### config.mk
export PLATFORM = sky130hd
export DESIGN_NAME = irq_status_ctrl
export DESIGN_NICKNAME = d
export VERILOG_FILES = /design/src/rtl/irq_stat_pkg.sv /design/src/rtl/irq_cfg_regs.sv /design/src/rtl/irq_status_latch.sv /design/src/rtl/irq_pin_drv.sv /design/src/rtl/irq_status_ctrl.sv
export SDC_FILE = /design/constraint.sdc
export NUM_CORES = 1
export LEC_CHECK = 0
export BUFFER_PORTS_ARGS = -buffer_cell sky130_fd_sc_hd__buf_2
export CAP_MARGIN = 20
export CORE_AREA = 2 2 39 41
export CTS_CLUSTER_SIZE = 30
export DETAILED_ROUTE_END_ITERATION = 8
export DIE_AREA = 0 0 41 43
export GPL_ROUTABILITY_DRIVEN = 1
export PLACE_DENSITY_LB_ADDON = 0.3
export RECOVER_POWER = 25
export SLEW_MARGIN = 20
export SYNTH_ARGS = -nofsm -noshare
export SYNTH_HDL_FRONTEND = slang
export SYNTH_SLANG_ARGS = --single-unit
### constraint.sdc
create_clock -name clk -period 1.8 [get_ports clk]
set_clock_uncertainty 0.15 [all_clocks]
set_input_delay 0.36 -clock clk [delete_from_list [all_inputs] [get_ports clk]]
set_output_delay 0.36 -clock clk [all_outputs]
set_load 0.01 [all_outputs]
### src/rtl/irq_stat_pkg.sv
package irq_stat_pkg;

    localparam int REG_W  = 8;
    localparam int ADDR_W = 8;

    typedef enum logic [1:0] {
        PIN_HIGH = 2'b00,
        PIN_LOW  = 2'b01,
        PIN_OD   = 2'b10,
        PIN_RSVD = 2'b11
    } pin_mode_e;

    typedef struct packed {
        logic [REG_W-1:0] mask;
        pin_mode_e        mode;
    } cfg_t;

endpackage

### src/rtl/irq_cfg_regs.sv
module irq_cfg_regs
    import irq_stat_pkg::*;
#(
    parameter logic [ADDR_W-1:0] MASK_ADDR = 8'h21,
    parameter logic [ADDR_W-1:0] MODE_ADDR = 8'h22,
    parameter logic [REG_W-1:0]  WMASK     = 8'h82
) (
    input  logic              clk,
    input  logic              rst_n,
    input  logic [ADDR_W-1:0] addr,
    input  logic              wr_en,
    input  logic [REG_W-1:0]  wdata,
    output logic [REG_W-1:0]  mask_q,
    output pin_mode_e         mode_q
);

    cfg_t cfg_d, cfg_q;

    always_comb begin
        cfg_d = cfg_q;
        if (wr_en && addr == MASK_ADDR) begin
            cfg_d.mask = wdata & WMASK;
        end
        if (wr_en && addr == MODE_ADDR) begin
            cfg_d.mode = pin_mode_e'(wdata[1:0]);
        end
    end

    always_ff @(posedge clk or negedge rst_n) begin
        if (!rst_n) begin
            cfg_q <= '{mask: '0, mode: PIN_HIGH};
        end else begin
            cfg_q <= cfg_d;
        end
    end

    assign mask_q = cfg_q.mask;
    assign mode_q = cfg_q.mode;

    AST_MASK_RSVD_ZERO: assert property (@(posedge clk) disable iff (!rst_n)
        (mask_q & ~WMASK) == '0);

endmodule

### src/rtl/irq_status_latch.sv
module irq_status_latch
    import irq_stat_pkg::*;
#(
    parameter logic [REG_W-1:0] SRC_MAP = 8'h82
) (
    input  logic             clk,
    input  logic             rst_n,
    input  logic             clr,
    input  logic [REG_W-1:0] ev_vec,
    input  logic [REG_W-1:0] mask,
    output logic [REG_W-1:0] status_q,
    output logic             pending
);

    logic [REG_W-1:0] status_d;

    for (genvar i = 0; i < REG_W; i++) begin : g_bit
        if (SRC_MAP[i]) begin : g_src
            // keep unless cleared, then OR in a fresh event; gate by enable
            assign status_d[i] = ((status_q[i] & ~clr) | ev_vec[i]) & mask[i];
        end else begin : g_rsvd
            assign status_d[i] = 1'b0;
        end
    end

    always_ff @(posedge clk or negedge rst_n) begin
        if (!rst_n) begin
            status_q <= '0;
        end else begin
            status_q <= status_d;
        end
    end

    assign pending = |(status_q & mask);

    for (genvar i = 0; i < REG_W; i++) begin : g_chk
        if (SRC_MAP[i]) begin : g_a
            AST_STICKY: assert property (@(posedge clk) disable iff (!rst_n)
                (status_q[i] && !clr && mask[i]) |=> status_q[i]);
            AST_CLEAR: assert property (@(posedge clk) disable iff (!rst_n)
                (clr && !ev_vec[i]) |=> !status_q[i]);
            AST_MASKED_ZERO: assert property (@(posedge clk) disable iff (!rst_n)
                !mask[i] |=> !status_q[i]);
            AST_KEEP_EVENT: assert property (@(posedge clk) disable iff (!rst_n)
                (clr && ev_vec[i] && mask[i]) |=> status_q[i]);
        end else begin : g_r
            AST_RSVD_ZERO: assert property (@(posedge clk) disable iff (!rst_n)
                !status_q[i]);
        end
    end

endmodule

### src/rtl/irq_pin_drv.sv
module irq_pin_drv
    import irq_stat_pkg::*;
(
    input  logic      clk,
    input  logic      rst_n,
    input  pin_mode_e mode,
    input  logic      pending,
    output logic      irq_o,
    output logic      irq_oe
);

    always_comb begin
        unique case (mode)
            PIN_LOW: begin
                irq_o  = ~pending;
                irq_oe = 1'b1;
            end
            PIN_OD: begin
                irq_o  = 1'b0;
                irq_oe = pending;
            end
            default: begin
                irq_o  = pending;
                irq_oe = 1'b1;
            end
        endcase
    end

    AST_OD_NEVER_HIGH: assert property (@(posedge clk) disable iff (!rst_n)
        (mode == PIN_OD) |-> !(irq_oe && irq_o));
    AST_PUSHPULL_DRIVEN: assert property (@(posedge clk) disable iff (!rst_n)
        (mode != PIN_OD) |-> irq_oe);

endmodule

### src/rtl/irq_status_ctrl.sv
module irq_status_ctrl
    import irq_stat_pkg::*;
#(
    parameter logic [ADDR_W-1:0] STATUS_ADDR = 8'h20,
    parameter logic [ADDR_W-1:0] MASK_ADDR   = 8'h21,
    parameter logic [ADDR_W-1:0] MODE_ADDR   = 8'h22,
    parameter int                LOCK_BIT    = 7,
    parameter int                OVR_BIT     = 1
) (
    input  logic              clk,
    input  logic              rst_n,
    input  logic [ADDR_W-1:0] reg_addr,
    input  logic              reg_rd,
    input  logic              reg_wr,
    input  logic [REG_W-1:0]  reg_wdata,
    output logic [REG_W-1:0]  reg_rdata,
    input  logic              lock_lost,
    input  logic              over_range,
    output logic              irq_o,
    output logic              irq_oe
);

    localparam logic [REG_W-1:0] SRC_MAP =
        (REG_W'(1) << LOCK_BIT) | (REG_W'(1) << OVR_BIT);

    logic [REG_W-1:0] mask_q;
    pin_mode_e        mode_q;
    logic [REG_W-1:0] status_q;
    logic [REG_W-1:0] ev_vec;
    logic             pending;
    logic             clr;

    always_comb begin
        ev_vec           = '0;
        ev_vec[LOCK_BIT] = lock_lost;
        ev_vec[OVR_BIT]  = over_range;
    end

    assign clr = reg_rd && (reg_addr == STATUS_ADDR);

    irq_cfg_regs #(
        .MASK_ADDR (MASK_ADDR),
        .MODE_ADDR (MODE_ADDR),
        .WMASK     (SRC_MAP)
    ) u_cfg (
        .clk    (clk),
        .rst_n  (rst_n),
        .addr   (reg_addr),
        .wr_en  (reg_wr),
        .wdata  (reg_wdata),
        .mask_q (mask_q),
        .mode_q (mode_q)
    );

    irq_status_latch #(
        .SRC_MAP (SRC_MAP)
    ) u_latch (
        .clk      (clk),
        .rst_n    (rst_n),
        .clr      (clr),
        .ev_vec   (ev_vec),
        .mask     (mask_q),
        .status_q (status_q),
        .pending  (pending)
    );

    irq_pin_drv u_pin (
        .clk     (clk),
        .rst_n   (rst_n),
        .mode    (mode_q),
        .pending (pending),
        .irq_o   (irq_o),
        .irq_oe  (irq_oe)
    );

    always_comb begin
        reg_rdata = '0;
        if (reg_rd) begin
            if (reg_addr == STATUS_ADDR) begin
                reg_rdata = status_q & mask_q;
            end else if (reg_addr == MASK_ADDR) begin
                reg_rdata = mask_q;
            end else if (reg_addr == MODE_ADDR) begin
                reg_rdata = {{(REG_W-2){1'b0}}, mode_q};
            end
        end
    end

    AST_PENDING_FOLLOWS: assert property (@(posedge clk) disable iff (!rst_n)
        (lock_lost && mask_q[LOCK_BIT] && !(reg_wr && reg_addr == MASK_ADDR)) |=> pending);
    AST_RELOAD_LEVEL: assert property (@(posedge clk) disable iff (!rst_n)
        (clr && over_range && mask_q[OVR_BIT]) |=> status_q[OVR_BIT]);

endmodule

Yosys cells after proc, flatten, opt, wreduce, memory -nomap -nowiden
Cells that the tools add are included.
Word-level totals
  register bits: 6
  input port bits: 22
  word-level logic and storage cells: 27
  output and inout bits: 10
Cells by class
  bitwise logic cells: 9
  eq/ne operators: 5
  reductions and logical operators: 4
  multiplexer cells: 6
Operators by type and width (number)
  $eq 8x6->1 const B: 3
  $mux 8: 3
  $and 8x8->8: 1
  $reduce_or 8->1: 1
  $and 1x1->1: 4
  $logic_and 1x1->1: 3
  $eq 2x1->1 const B: 1
  $eq 2x2->1 const B: 1
  $mux 2: 1
  $not 1->1: 2
  $or 1x1->1: 2
  $pmux 1 s2: 1
  $mux 1: 1

Depth between registers and ports, before layout
  word-level depth: 6
  gate-level depth with buffers: 5
  gate-level depth less buffers: 5

Cells and area by module
A second synthesis with hierarchy kept.
Unflattened totals
  cells, all modules: 68
  area total of the unflattened synthesis: 596.8 µm²
By module, submodules not included
  irq_cfg_regs: instances 1, area an instance 242.7 µm², cells each 19, seq. area each 100.1 µm²
  irq_status_ctrl: instances 1, area an instance 160.2 µm², cells each 27, seq. area each 0.0 µm²
  irq_status_latch: instances 1, area an instance 136.4 µm², cells each 14, seq. area each 50.0 µm²
  irq_pin_drv: instances 1, area an instance 57.6 µm², cells each 8, seq. area each 0.0 µm²

Least setup slack after synthesis
No wires, ideal clock.
  kind: input port to output port
  start: input reg_addr[3]
  end: output reg_rdata[7]
  path slack: 192 ps
  stages: 3
  data arrival time: 1098 ps
  cells stage by stage: nor4b_4 nand3_1 nor3_1
On the way
  longest elaborated chain between the ends: 4
RTL lines
  start, declared: line irq_status_ctrl.sv:12  | input logic [ADDR_W-1:0] reg_addr,
  $eq 8x6->1: line irq_status_ctrl.sv:81  | end else if (reg_addr == MASK_ADDR) begin
  $mux 8: line irq_status_ctrl.sv:81
  $mux 8 *: line irq_status_ctrl.sv:79  | if (reg_addr == STATUS_ADDR) begin
  $mux 8 *: line irq_status_ctrl.sv:78  | if (reg_rd) begin
  end, declared: line irq_status_ctrl.sv:16  | output logic [REG_W-1:0] reg_rdata,
Every way passes the cells marked *; elsewhere a longest branch is shown, timed or not.

Final worst setup path
  start: input reg_addr[2]
  end: output reg_rdata[0]
On the way
  longest elaborated chain between the ends: 5
RTL lines
  $eq 8x6->1: line irq_status_ctrl.sv:83  | end else if (reg_addr == MODE_ADDR) begin
  $mux 2: line irq_status_ctrl.sv:83
  $mux 8: line irq_status_ctrl.sv:81
  $mux 8 *: line irq_status_ctrl.sv:79
  $mux 8 *: line irq_status_ctrl.sv:78
Marked as above.

==> key figures <==
Outcome
  – Status: finished clean

Final layout
  – Number of diodes: 0
  – Share of cells above drive strength 1: 0.514
  – Final nets: 100
  – Post-Layout Cell Count: 90
  – Area Growth Syn to Fin: 49.4%

Drt
  – DR pass1 iterations: 4
  – DRC: 0
  – Initial DRC count: 2
  – Average wire per standard cell: around 11 um
  – ANT nets after route: 0
  – DR vias: 425
  – Post-Route WL: roughly 1 mm
  – Vias per cell: 4.72

Placement
  – I/O Buffers: 21
  – Placed insts: 84
  – GP Congestion: 0.714
  – Detailed placement HPWL: around 800 um

Clock tree
  – CTS tree: yes
  – Worst skew pair latency: 0.23 ns
  – Clock Tree Buf Depth: 2
  – CTS Buf Count: 3
  – H-tree Lvls: 1
  – TritonCTS Sinks: 6
  – Clk root buf: clkbuf_4
  – CTS clk-pin slew, worst paths: 0.04 ns

Global route
  – GR Overflow Total: 0
  – Vias in the first global route: around 360
  – Largest net degree at the start of global routing: 7
  – Antenna violations before repair: 0
  – Global-route wire length before repair: 1.37 mm
  – GR Util met2: 0.181
  – GR Util met3: 0.0157
  – GR Layer Usage met1: 0.143
  – GRT busiest layer: met2
  – Overall Global Routing Usage: 0.124

Synthesis
  – Multiplexer share of the synthesized area: 0.106
  – Largest family of logic cells by synthesized area: simple AND/OR/NAND/NOR gates
  – Post-Synth Adder-Cell Area: 0.0588
  – Synth Instances: between 40 and 50
  – Avg Cell Area, Syn: 9.25 um^2
  – Syn Std Cell Area: between 400 and 500 um^2
  – Synth unique cells: 19
  – Warnings, synthesis: 0
  – Xor and xnor fraction of the mapped netlist area: 0
  – Compound-Gate Fraction of Synth Area: 0.118
  – Simple-Gate Fraction of Synth Area: 0.232
  – Flops & latches, synth: 6
  – Seq/Total Area, Yosys: 0.353

Worst setup path
  – WS Path Type: in -> out
  – Crit-path max cell delay: 0.32 ns
  – Reg2reg setup slack: between 0.7 and 0.8 ns
  – CP arrival: about 1.3 ns
  – Crit end category: output port
  – Crit path launch type: input pin
  – Worst EP required: 1.29 ns
  – Slowest CP cell: nor4b_4
  – CP max FO: 3
  – CP Cell Sequence: buf_6 > nor4b_4 > and3_4 > and3_4 > buf_6

STA
  – Setup TNS: 0 ns
  – Final-report hold violation count: 0
  – Unrepaired setup endpoints after global routing: true
  – Final Cycle Share: 0.996
  – Max Fclk: about 560 MHz
  – Slew Viols, Final: 0
  – Final Setup Violations: 0
  – Fin crit period: around 1.8 ns

Power
  – Pwr dens: 513 nW/um^2
  – Leakage power: between 0.0003 and 0.0004 uW
  – Peak VDD IR: 297 uV

Die
  – Die area: 1760 um^2
  – Core area: 1380 um^2
  – Die Y: 43 um
  – Cell row count: 14
  – Die width: a little over 40 um
  – Starting Density: 0.307
  – Boundary pin count: 32

Worst hold path
  – Hold Path Class: in -> reg

Job
  – Max cap viols: 0
[worst paths after layout]
kind | from | endpoint | cells after the start
setup / recovery | reg_addr[2] | reg_rdata[0] | 5
min in group asynchronous | rst_n | u_latch.status_q[7] | 2
setup reg to reg | u_cfg.mode_q[1] | u_cfg.mode_q[1] | 2
hold / removal | reg_wdata[0] | u_cfg.mode_q[0] | 2
max in group asynchronous | rst_n | u_latch.status_q[1] | 2
hold reg to reg | u_cfg.mask_q[7] | u_cfg.mask_q[7] | 1
[cell families after synthesis]
logic type	count (synthesis)
and+or+nand+nor	15
AOI/OAI and AO/OA	9
buffers and inverters	9
DFF	6
muxes	4
adders and majority gates	2
other	1
[layer usage]
layer | part of all wire | routed length [um] | vias up
met4 | 0.0090 | 9 | 0
met1 | 0.37 | 370 | 195
li1 | - | - | 212
met5 | 0 | 0 | -
met2 | 0.55 | 555 | 16
met3 | 0.068 | 68 | 2
[flip-flops by register name, indices dropped and copies added (netlist names)]
name              count
u_cfg.mode_q          2
u_cfg.mask_q          2
u_latch.status_q      2
[final cells by class]
type                       instances  area, um^2
fill                             145         748
multi-input combinational         35         265
timing repair buffer              26         163
inverter                           4        15.0
clock buffer                       3        22.5
sequential                         6         150
tap                               16        20.0
[critical path, delay by kind of cell]
| kind | cells | cell delay, ns |
|---|---|---|
| buf+inv | 2 | 0.19 |
| simple gates | 3 | 0.73 |
[power breakdown]
part,internal (uW),switching [uW],leakage (uW)
combinational,31.1,30.9,0.000221
sequential,141,4.76,0.0000829
clock,75.1,43.6,0.0000138
[placed cells by master, fill, tap and decap left out]
| cell | count |
|---|---|
| a21oi_1 | 2 |
| a21oi_2 | 1 |
| a22oi_2 | 1 |
| and3_4 | 2 |
| buf_2 | 17 |
| buf_4 | 4 |
| buf_6 | 3 |
| clkbuf_1 | 1 |
| clkbuf_4 | 3 |
| conb_1 | 5 |
| dfrtp_1 | 6 |
| dlygate4sd3_1 | 1 |
| ha_1 | 2 |
| inv_1 | 4 |
| mux2_2 | 4 |
| nand2_1 | 2 |
| nand3_1 | 1 |
| nand3_2 | 1 |
| nand4_1 | 2 |
| nor2_1 | 1 |
| nor2b_1 | 2 |
| nor3_1 | 2 |
| nor3_2 | 1 |
| nor4b_4 | 1 |
| o211ai_1 | 1 |
| o21ai_0 | 3 |
| o21ai_1 | 1 |
[metrics by stage]
| step | utilization | cell area (um^2) | hold slack, ns | power (uW) | worst slack (ns) |
|---|---|---|---|---|---|
| finish | 0.459 | 636 | 0.202 | 326 | 0.00738 |
| floorplan | - | 440 | -0.0856 | 177 | 0.192 |
| global route | 0.459 | 636 | 0.188 | 354 | -0.0458 |
| detailed placement | 0.392 | 543 | 0.0382 | 200 | -0.0176 |
| global placement | 0.392 | 543 | 0.0382 | 198 | -0.00806 |
| CTS | 0.448 | 621 | 0.194 | 331 | -0.0169 |
[Yosys cell counts (all sizes together)]
library cell	number	share of area
ha	2	0.059
nand4	2	0.029
a22oi	1	0.018
and3	2	0.032
mux2	4	0.11
nor3	3	0.035
conb	1	0.0088
nor4b	1	0.056
buf	5	0.088
nor2b	2	0.029
o211ai	1	0.018
nor2	1	0.0088
a21oi	3	0.035
o21ai	4	0.047
nand3	2	0.024
dfrtp	6	0.35
nand2	2	0.018
inv	4	0.035
[what timing repair did]
item | CTS | global route
pin swaps | 5 | 4
setup buffers | 1 | 1
resized for setup | 7 | 3
hold endpoints to repair | 6 | 0
hold buffers | 1 | 0
endpoints found under the setup margin | 3 | 4
(Power assumes the default switching activity.)
